[config.mk]
export PLATFORM = sky130hd
export DESIGN_NAME = evt_timer16
export DESIGN_NICKNAME = d
export VERILOG_FILES = /design/src/rtl/evt_timer16_pkg.sv /design/src/rtl/evt_timer16_qtick.sv /design/src/rtl/evt_timer16_extedge.sv /design/src/rtl/evt_timer16_prescale.sv /design/src/rtl/evt_timer16.sv
export SDC_FILE = /design/constraint.sdc
export NUM_CORES = 1
export LEC_CHECK = 0
export CORE_ASPECT_RATIO = 0.6
export CORE_MARGIN = 5
export CORE_UTILIZATION = 45
export CTS_BUF_LIST = sky130_fd_sc_hd__clkbuf_8
export CTS_CLUSTER_DIAMETER = 120
export DETAILED_ROUTE_END_ITERATION = 12
export GPL_ROUTABILITY_DRIVEN = 0
export PLACE_DENSITY = 0.68
export SLEW_MARGIN = 20
export SYNTH_ARGS = -nofsm -noshare
export SYNTH_HDL_FRONTEND = slang
export SYNTH_HIERARCHICAL = 1
export SYNTH_SLANG_ARGS = --single-unit
[constraint.sdc]
create_clock -name clk -period 1.7 [get_ports clk]
set_input_delay 0.255 -clock clk [delete_from_list [all_inputs] [get_ports clk]]
set_output_delay 0.255 -clock clk [all_outputs]
set_load 0.01 [all_outputs]
[src/rtl/evt_timer16_pkg.sv]
package evt_timer16_pkg;

  typedef enum logic [1:0] {
    SEL_CNT_LO = 2'd0,
    SEL_CNT_HI = 2'd1,
    SEL_CTRL   = 2'd2,
    SEL_NONE   = 2'd3
  } reg_sel_e;

  // control byte layout, MSB first
  typedef struct packed {
    logic       flag;      // bit 7 sticky wrap flag
    logic       spare;     // bit 6 reads zero
    logic       wide;      // bit 5 coherent 16-bit access
    logic [1:0] psc;       // bits 4:3 prescale code
    logic       fast_ext;  // bit 2 short external edge path
    logic       src_ext;   // bit 1 external source
    logic       run;       // bit 0 counting enable
  } ctrl_t;

  localparam int unsigned CTRL_W = $bits(ctrl_t);

endpackage

[src/rtl/evt_timer16_qtick.sv]
// Quarter-rate tick: one pulse every 2**DIV_W clocks, restartable.
module evt_timer16_qtick #(
  parameter int unsigned DIV_W = 2
) (
  input  logic clk,
  input  logic rst_n,
  input  logic restart_i,
  output logic tick_o
);

  logic [DIV_W-1:0] div_q, div_d;

  always_comb begin
    div_d = restart_i ? '0 : div_q + 1'b1;
  end

  always_ff @(posedge clk or negedge rst_n) begin
    if (!rst_n) div_q <= '0;
    else        div_q <= div_d;
  end

  assign tick_o = (div_q == {DIV_W{1'b1}}) && !restart_i;

endmodule

[src/rtl/evt_timer16_extedge.sv]
// Synchronizer chain with two rising-edge taps: after stage 0 or after the last stage.
module evt_timer16_extedge #(
  parameter int unsigned STAGES = 2
) (
  input  logic clk,
  input  logic rst_n,
  input  logic ext_i,
  input  logic fast_i,
  output logic edge_o
);

  logic [STAGES-1:0] sync_q;
  logic              last_q;
  logic              edge_fast, edge_full;

  for (genvar g = 0; g < STAGES; g++) begin : g_stage
    if (g == 0) begin : g_first
      always_ff @(posedge clk or negedge rst_n) begin
        if (!rst_n) sync_q[g] <= 1'b0;
        else        sync_q[g] <= ext_i;
      end
    end else begin : g_next
      always_ff @(posedge clk or negedge rst_n) begin
        if (!rst_n) sync_q[g] <= 1'b0;
        else        sync_q[g] <= sync_q[g-1];
      end
    end
  end

  always_ff @(posedge clk or negedge rst_n) begin
    if (!rst_n) last_q <= 1'b0;
    else        last_q <= sync_q[STAGES-1];
  end

  assign edge_fast = sync_q[0] && !sync_q[1];
  assign edge_full = sync_q[STAGES-1] && !last_q;
  assign edge_o    = fast_i ? edge_fast : edge_full;

endmodule

[src/rtl/evt_timer16_prescale.sv]
// Power-of-two prescaler: passes one source tick out of 2**sel_i.
module evt_timer16_prescale #(
  parameter int unsigned SEL_W = 2
) (
  input  logic             clk,
  input  logic             rst_n,
  input  logic             restart_i,
  input  logic             src_tick_i,
  input  logic [SEL_W-1:0] sel_i,
  output logic             step_o
);

  localparam int unsigned PCNT_W = (1 << SEL_W) - 1;

  logic [PCNT_W-1:0] pcnt_q, pcnt_d;
  logic [PCNT_W-1:0] mask;

  always_comb begin
    mask = '0;
    for (int i = 0; i < PCNT_W; i++) begin
      if (i < int'(sel_i)) mask[i] = 1'b1;
    end
  end

  always_comb begin
    pcnt_d = pcnt_q;
    if (restart_i)       pcnt_d = '0;
    else if (src_tick_i) pcnt_d = pcnt_q + 1'b1;
  end

  always_ff @(posedge clk or negedge rst_n) begin
    if (!rst_n) pcnt_q <= '0;
    else        pcnt_q <= pcnt_d;
  end

  assign step_o = src_tick_i && !restart_i && ((pcnt_q & mask) == mask);

endmodule

[src/rtl/evt_timer16.sv]
module evt_timer16 #(
  parameter int unsigned BUS_W       = 8,
  parameter int unsigned DIV_W       = 2,
  parameter int unsigned SYNC_STAGES = 2
) (
  input  logic             clk,
  input  logic             rst_n,
  input  logic             ext_clk_i,
  input  logic             trig_clr_i,
  input  logic [1:0]       bus_addr_i,
  input  logic             bus_wr_i,
  input  logic             bus_rd_i,
  input  logic [BUS_W-1:0] bus_wdata_i,
  output logic [BUS_W-1:0] bus_rdata_o,
  output logic             irq_o
);
  import evt_timer16_pkg::*;

  localparam int unsigned CNT_W = 2 * BUS_W;
  localparam int unsigned PSC_W = 2;

  // reset: asserted at once, released after two clocks
  logic [1:0] rst_pipe_q;
  logic       rst_n_s;

  always_ff @(posedge clk or negedge rst_n) begin
    if (!rst_n) rst_pipe_q <= 2'b00;
    else        rst_pipe_q <= {rst_pipe_q[0], 1'b1};
  end
  assign rst_n_s = rst_pipe_q[1];

  reg_sel_e   sel;
  logic       wr_lo, wr_hi, wr_ctl, rd_lo;
  ctrl_t      ctrl_q, ctrl_d;
  logic [CNT_W-1:0] cnt_q, cnt_d;
  logic [BUS_W-1:0] shadow_q, shadow_d;
  logic       restart, int_tick, ext_edge, src_tick, step, wrap_evt, run_w;

  assign sel    = reg_sel_e'(bus_addr_i);
  assign wr_lo  = bus_wr_i && (sel == SEL_CNT_LO);
  assign wr_hi  = bus_wr_i && (sel == SEL_CNT_HI);
  assign wr_ctl = bus_wr_i && (sel == SEL_CTRL);
  assign rd_lo  = bus_rd_i && (sel == SEL_CNT_LO);
  assign restart = wr_lo || wr_hi;
  assign run_w   = ctrl_q.run;

  evt_timer16_qtick #(.DIV_W(DIV_W)) u_qtick (
    .clk       (clk),
    .rst_n     (rst_n_s),
    .restart_i (restart),
    .tick_o    (int_tick)
  );

  evt_timer16_extedge #(.STAGES(SYNC_STAGES)) u_extedge (
    .clk    (clk),
    .rst_n  (rst_n_s),
    .ext_i  (ext_clk_i),
    .fast_i (ctrl_q.fast_ext),
    .edge_o (ext_edge)
  );

  assign src_tick = ctrl_q.run && (ctrl_q.src_ext ? ext_edge : int_tick);

  evt_timer16_prescale #(.SEL_W(PSC_W)) u_psc (
    .clk        (clk),
    .rst_n      (rst_n_s),
    .restart_i  (restart),
    .src_tick_i (src_tick),
    .sel_i      (ctrl_q.psc),
    .step_o     (step)
  );

  // a step that carries out of the top bit; bus loads suppress it
  assign wrap_evt = step && (cnt_q == {CNT_W{1'b1}}) && !wr_lo && !(wr_hi && !ctrl_q.wide);

  // count next state: clear > byte load > step
  always_comb begin
    cnt_d = cnt_q;
    if (trig_clr_i) begin
      cnt_d = '0;
    end else if (wr_lo) begin
      cnt_d[BUS_W-1:0] = bus_wdata_i;
      if (ctrl_q.wide) cnt_d[CNT_W-1:BUS_W] = shadow_q;
    end else if (wr_hi && !ctrl_q.wide) begin
      cnt_d[CNT_W-1:BUS_W] = bus_wdata_i;
    end else if (step) begin
      cnt_d = cnt_q + 1'b1;
    end
  end

  // shadow of the upper byte
  always_comb begin
    shadow_d = shadow_q;
    if (ctrl_q.wide && wr_hi)      shadow_d = bus_wdata_i;
    else if (ctrl_q.wide && rd_lo) shadow_d = cnt_q[CNT_W-1:BUS_W];
  end

  // control and sticky flag
  always_comb begin
    ctrl_d = ctrl_q;
    if (wr_ctl) begin
      ctrl_d       = ctrl_t'(bus_wdata_i[CTRL_W-1:0]);
      ctrl_d.spare = 1'b0;
      ctrl_d.flag  = ctrl_q.flag && bus_wdata_i[CTRL_W-1];
    end
    if (wrap_evt) ctrl_d.flag = 1'b1;
  end

  always_ff @(posedge clk or negedge rst_n_s) begin
    if (!rst_n_s) begin
      cnt_q    <= '0;
      shadow_q <= '0;
      ctrl_q   <= '0;
    end else begin
      cnt_q    <= cnt_d;
      shadow_q <= shadow_d;
      ctrl_q   <= ctrl_d;
    end
  end

  always_comb begin
    bus_rdata_o = '0;
    case (sel)
      SEL_CNT_LO: bus_rdata_o = cnt_q[BUS_W-1:0];
      SEL_CNT_HI: bus_rdata_o = ctrl_q.wide ? shadow_q : cnt_q[CNT_W-1:BUS_W];
      SEL_CTRL:   bus_rdata_o = BUS_W'(ctrl_q);
      default:    bus_rdata_o = '0;
    endcase
  end

  assign irq_o = ctrl_q.flag;

endmodule

==> results.cfg <==
[synth]
syn_nets = 317
yosys.cell_types.count = 52
synth_seq_area_share = 0.414
ys_ff_latch = 41
synth-async-reset-ratio = 1.00
synth-main-ff-cell = dfrtp_1
synth_area_per_cell_sq_um = 8.32
syn-cell-area_sq_um = 2480
synth_edf_count = 0
yosys_warnings = 6
synth_cells = 298

[layout]
area_delta_synth_final_pct = 56.1
drive_above_1_share = 0.380
layout.nets = 418
fin_util = 0.744
n_antenna_cell = 0

[drt]
ant_nets = 0
wl_met1_mm = 4.03
met2_length_mm = 3.95
vias_per_cell = 6.16
drc = 0
drtIter0Drc = 285
wl_met3_mm = 1.19
num_vias = 2870
wirelength_mm = 9.37
wl_per_cell_um = 20.1
top_layer = met4
drt_pass1_iterations = 6

[place]
dp_hpwl_mm = 6.21
io_buffers = 24

[global_routing]
grt_use_total = 0.271
grt-ovfl-total = 0
grt_pass1_vias = 2735
grt_max_degree = 40
antenna_found_initial = 0
grt_pass1_wl_mm = 14.7

[timing]
timing.fmax_ghz = 0.440
worst_slew_pin_slew_ns = 0.555
slew_headroom = 0.630
hold_viol_final = 0
slew_violations = 0
layout_min_cycle_time_ns = 2.27
setup_violations = 25
fin_crit_sh = 1.34
rsz0062_at_grt = yes
skew_ns = 0.00675
finalWorstSetupSlack_ns = -0.571

[floorplan]
die_w_um = 106
core-area_sq_um = 5200
die_h_um = 67.5
die_area_sq_um = 7140
rows = 20
initial_core_util = 0.476
pin_count = 25

[critical_path]
path_cells = nand3b_1 > o21ai_2 > mux2i_1 > nor2b_2 > nor2b_4 > o21ai_2 > a21oi_4 > nor2_2 > a21boi_4 > a21oi_2 > buf_4 > nor2_2 > nor4_2
rr_worst_depth = 13
required_ns = 1.91
worst_path_max_delay_cell = dfrtp_1
arrival_ns = 2.49
start_kind = flip-flop
cp_max_fo = 4
crit_type = reg -> reg
crit_path_end_kind = flip-flop
max_stage_delay_ns = 0.42

[run_status]
violations = negative setup slack
status = finished, violations left

[cts]
cts_tree = done
path_clk_slew_ns = 0.09
root_buffer = clkbuf_8
numCtsBuffers = 5
clk_path_buf_depth = 2
cts_sinks = 41
htreeDepth = 2
insertion_delay_ns = 0.31
holdBufCountCts = 0

[pwr]
peakVddDrop_mv = 0.423
p_int_uw = 2210
power_uw = 3330
power.switching_uw = 1110
power_frac_clock = 0.249
swShare = 0.334
p_leak_uw = 0.00169
sequentialPowerShare = 0.386
combPwrFrac = 0.365
p_per_area_nw_per_um2 = 860

[worst_hold_path]
hp-class = in -> async

[job]
maxCapViolations = 0
-- cells in the final DEF, fill, tap and decap left out, drive strengths merged, types with 4 or more instances in the layout --
cell type	synthesis	routed
mux2i	11	11
nor4	5	5
dfrtp	41	41
mux2	6	6
nand2	38	38
a2111oi	4	4
nor3b	4	4
clkdlybuf4s50	0	15
inv	6	6
nor2	46	46
clkbuf	8	5
buf	6	91
a21oi	21	21
a31oi	5	5
nor2b	5	5
nand3	8	8
o21ai	29	29
nand4	4	4
a22oi	4	4
-- power groups by stage --
stage               clock network, uW  registers [uW]  logic, uW
floorplan                           0            1250        458
global placement                    0            1260        885
detailed placement                  0            1260        901
CTS                               830            1270       1110
global route                      883            1310       1300
finish                            828            1280       1210
-- path summary, 6_finish.rpt --
kind,end,slack [ns],from
max,cnt_q[13],-0.57,u_extedge/sync_q[1]
max reg2reg,cnt_q[13],-0.57,u_extedge/sync_q[1]
min in group clk,rst_pipe_q[1],0.36,rst_pipe_q[0]
min reg2reg,cnt_q[2],0.32,rst_pipe_q[1]
max in group asynchronous,irq_o,1.01,rst_pipe_q[1]
min,rst_pipe_q[0],0.11,rst_n
-- timing repair --
item | 4_1_cts | 5_1_grt
resized for setup | 86 | 20
gates cloned | 1 | 0
pin swaps | 13 | 5
setup endpoints to repair | 25 | 31
setup buffers | 15 | 3
endpoints found under the hold margin | 0 | 0
-- metrics by stage --
| stage | TNS (ns) | worst slack (ns) | hold WS [ns] | area [sq um] | std cells |
|---|---|---|---|---|---|
| global route | -11.84 | -0.681 | 0.102 | 3870 | 466 |
| floorplan | -5.38 | -0.488 | -0.0406 | 2540 | 298 |
| CTS | -9.31 | -0.539 | 0.105 | 3750 | 463 |
| detailed placement | -21.49 | -1.02 | 0.328 | 3340 | 443 |
| finish | -9.02 | -0.571 | 0.106 | 3870 | 466 |
| global placement | -19.37 | -0.849 | 0.323 | 3340 | 443 |
-- layer usage --
layer / GRT usage / up-vias
met5: 0 / -
met4: 0.0646 / 0
met3: 0.0745 / 31
met2: 0.403 / 199
met1: 0.394 / 1368
li1: - / 1272
-- cell usage after synthesis, types with 2 or more instances --
| cell | number | area share |
|---|---|---|
| a2111oi_0 | 3 | 0.011 |
| a211oi_1 | 2 | 0.0061 |
| a21o_1 | 3 | 0.0091 |
| a21oi_1 | 21 | 0.042 |
| a22o_1 | 3 | 0.011 |
| a22oi_1 | 4 | 0.012 |
| a31oi_1 | 5 | 0.013 |
| and3_1 | 3 | 0.0076 |
| buf_2 | 5 | 0.010 |
| clkbuf_1 | 8 | 0.012 |
| dfrtp_1 | 41 | 0.41 |
| ha_1 | 3 | 0.015 |
| inv_1 | 5 | 0.0076 |
| mux2_2 | 6 | 0.027 |
| mux2i_1 | 11 | 0.044 |
| nand2_1 | 38 | 0.058 |
| nand2b_1 | 3 | 0.0076 |
| nand3_1 | 8 | 0.016 |
| nand4_1 | 4 | 0.010 |
| nor2_1 | 46 | 0.070 |
| nor2b_1 | 5 | 0.013 |
| nor3_1 | 3 | 0.0061 |
| nor3b_1 | 3 | 0.0091 |
| nor4_1 | 5 | 0.013 |
| o21ai_0 | 21 | 0.042 |
| o21ai_1 | 7 | 0.014 |
| o22ai_1 | 3 | 0.0076 |
| o31ai_1 | 3 | 0.0091 |
| or2_1 | 2 | 0.0050 |
| xor2_1 | 2 | 0.0071 |
-- area by class of cell --
cell class                 count  area (sq um)
fill                         373          1340
clock inverter                 3          46.3
clock buffer                   5          68.8
tap                           66          82.6
inverter                       6          25.0
multi-input combinational    237          1690
sequential                    41          1030
timing repair buffer         108           935
-- sequential cells by signal (all words and copies together), names as in the netlist --
name              cells
cnt_q                16
shadow_q              8
ctrl_q                5
u_psc/pcnt_q          3
rst_pipe_q            2
u_extedge/sync_q      2
u_qtick/div_q         2
irq_o                 1
run_w                 1
u_extedge/last_q      1
-- cells by family after synthesis --
| family | share of synthesized area |
|---|---|
| AOI/OAI and AO/OA | 0.215 |
| xor gates and xnor gates | 0.0106 |
| adders and majority gates | 0.0151 |
| buffers and inverters | 0.0343 |
| DFF | 0.414 |
| muxes | 0.0716 |
| other | 0.00151 |
| and+or+nand+nor | 0.238 |
-- critical path, delay by kind of cell (launching register included) --
family	cells	cell delay (ns)
buffers and inverters	1	0.15
AND/OR/NAND/NOR	6	0.83
AO/OA/AOI/OAI	5	0.67
multiplexers	1	0.11
flip-flops	1	0.42
Power figures use the tool's default switching activity.
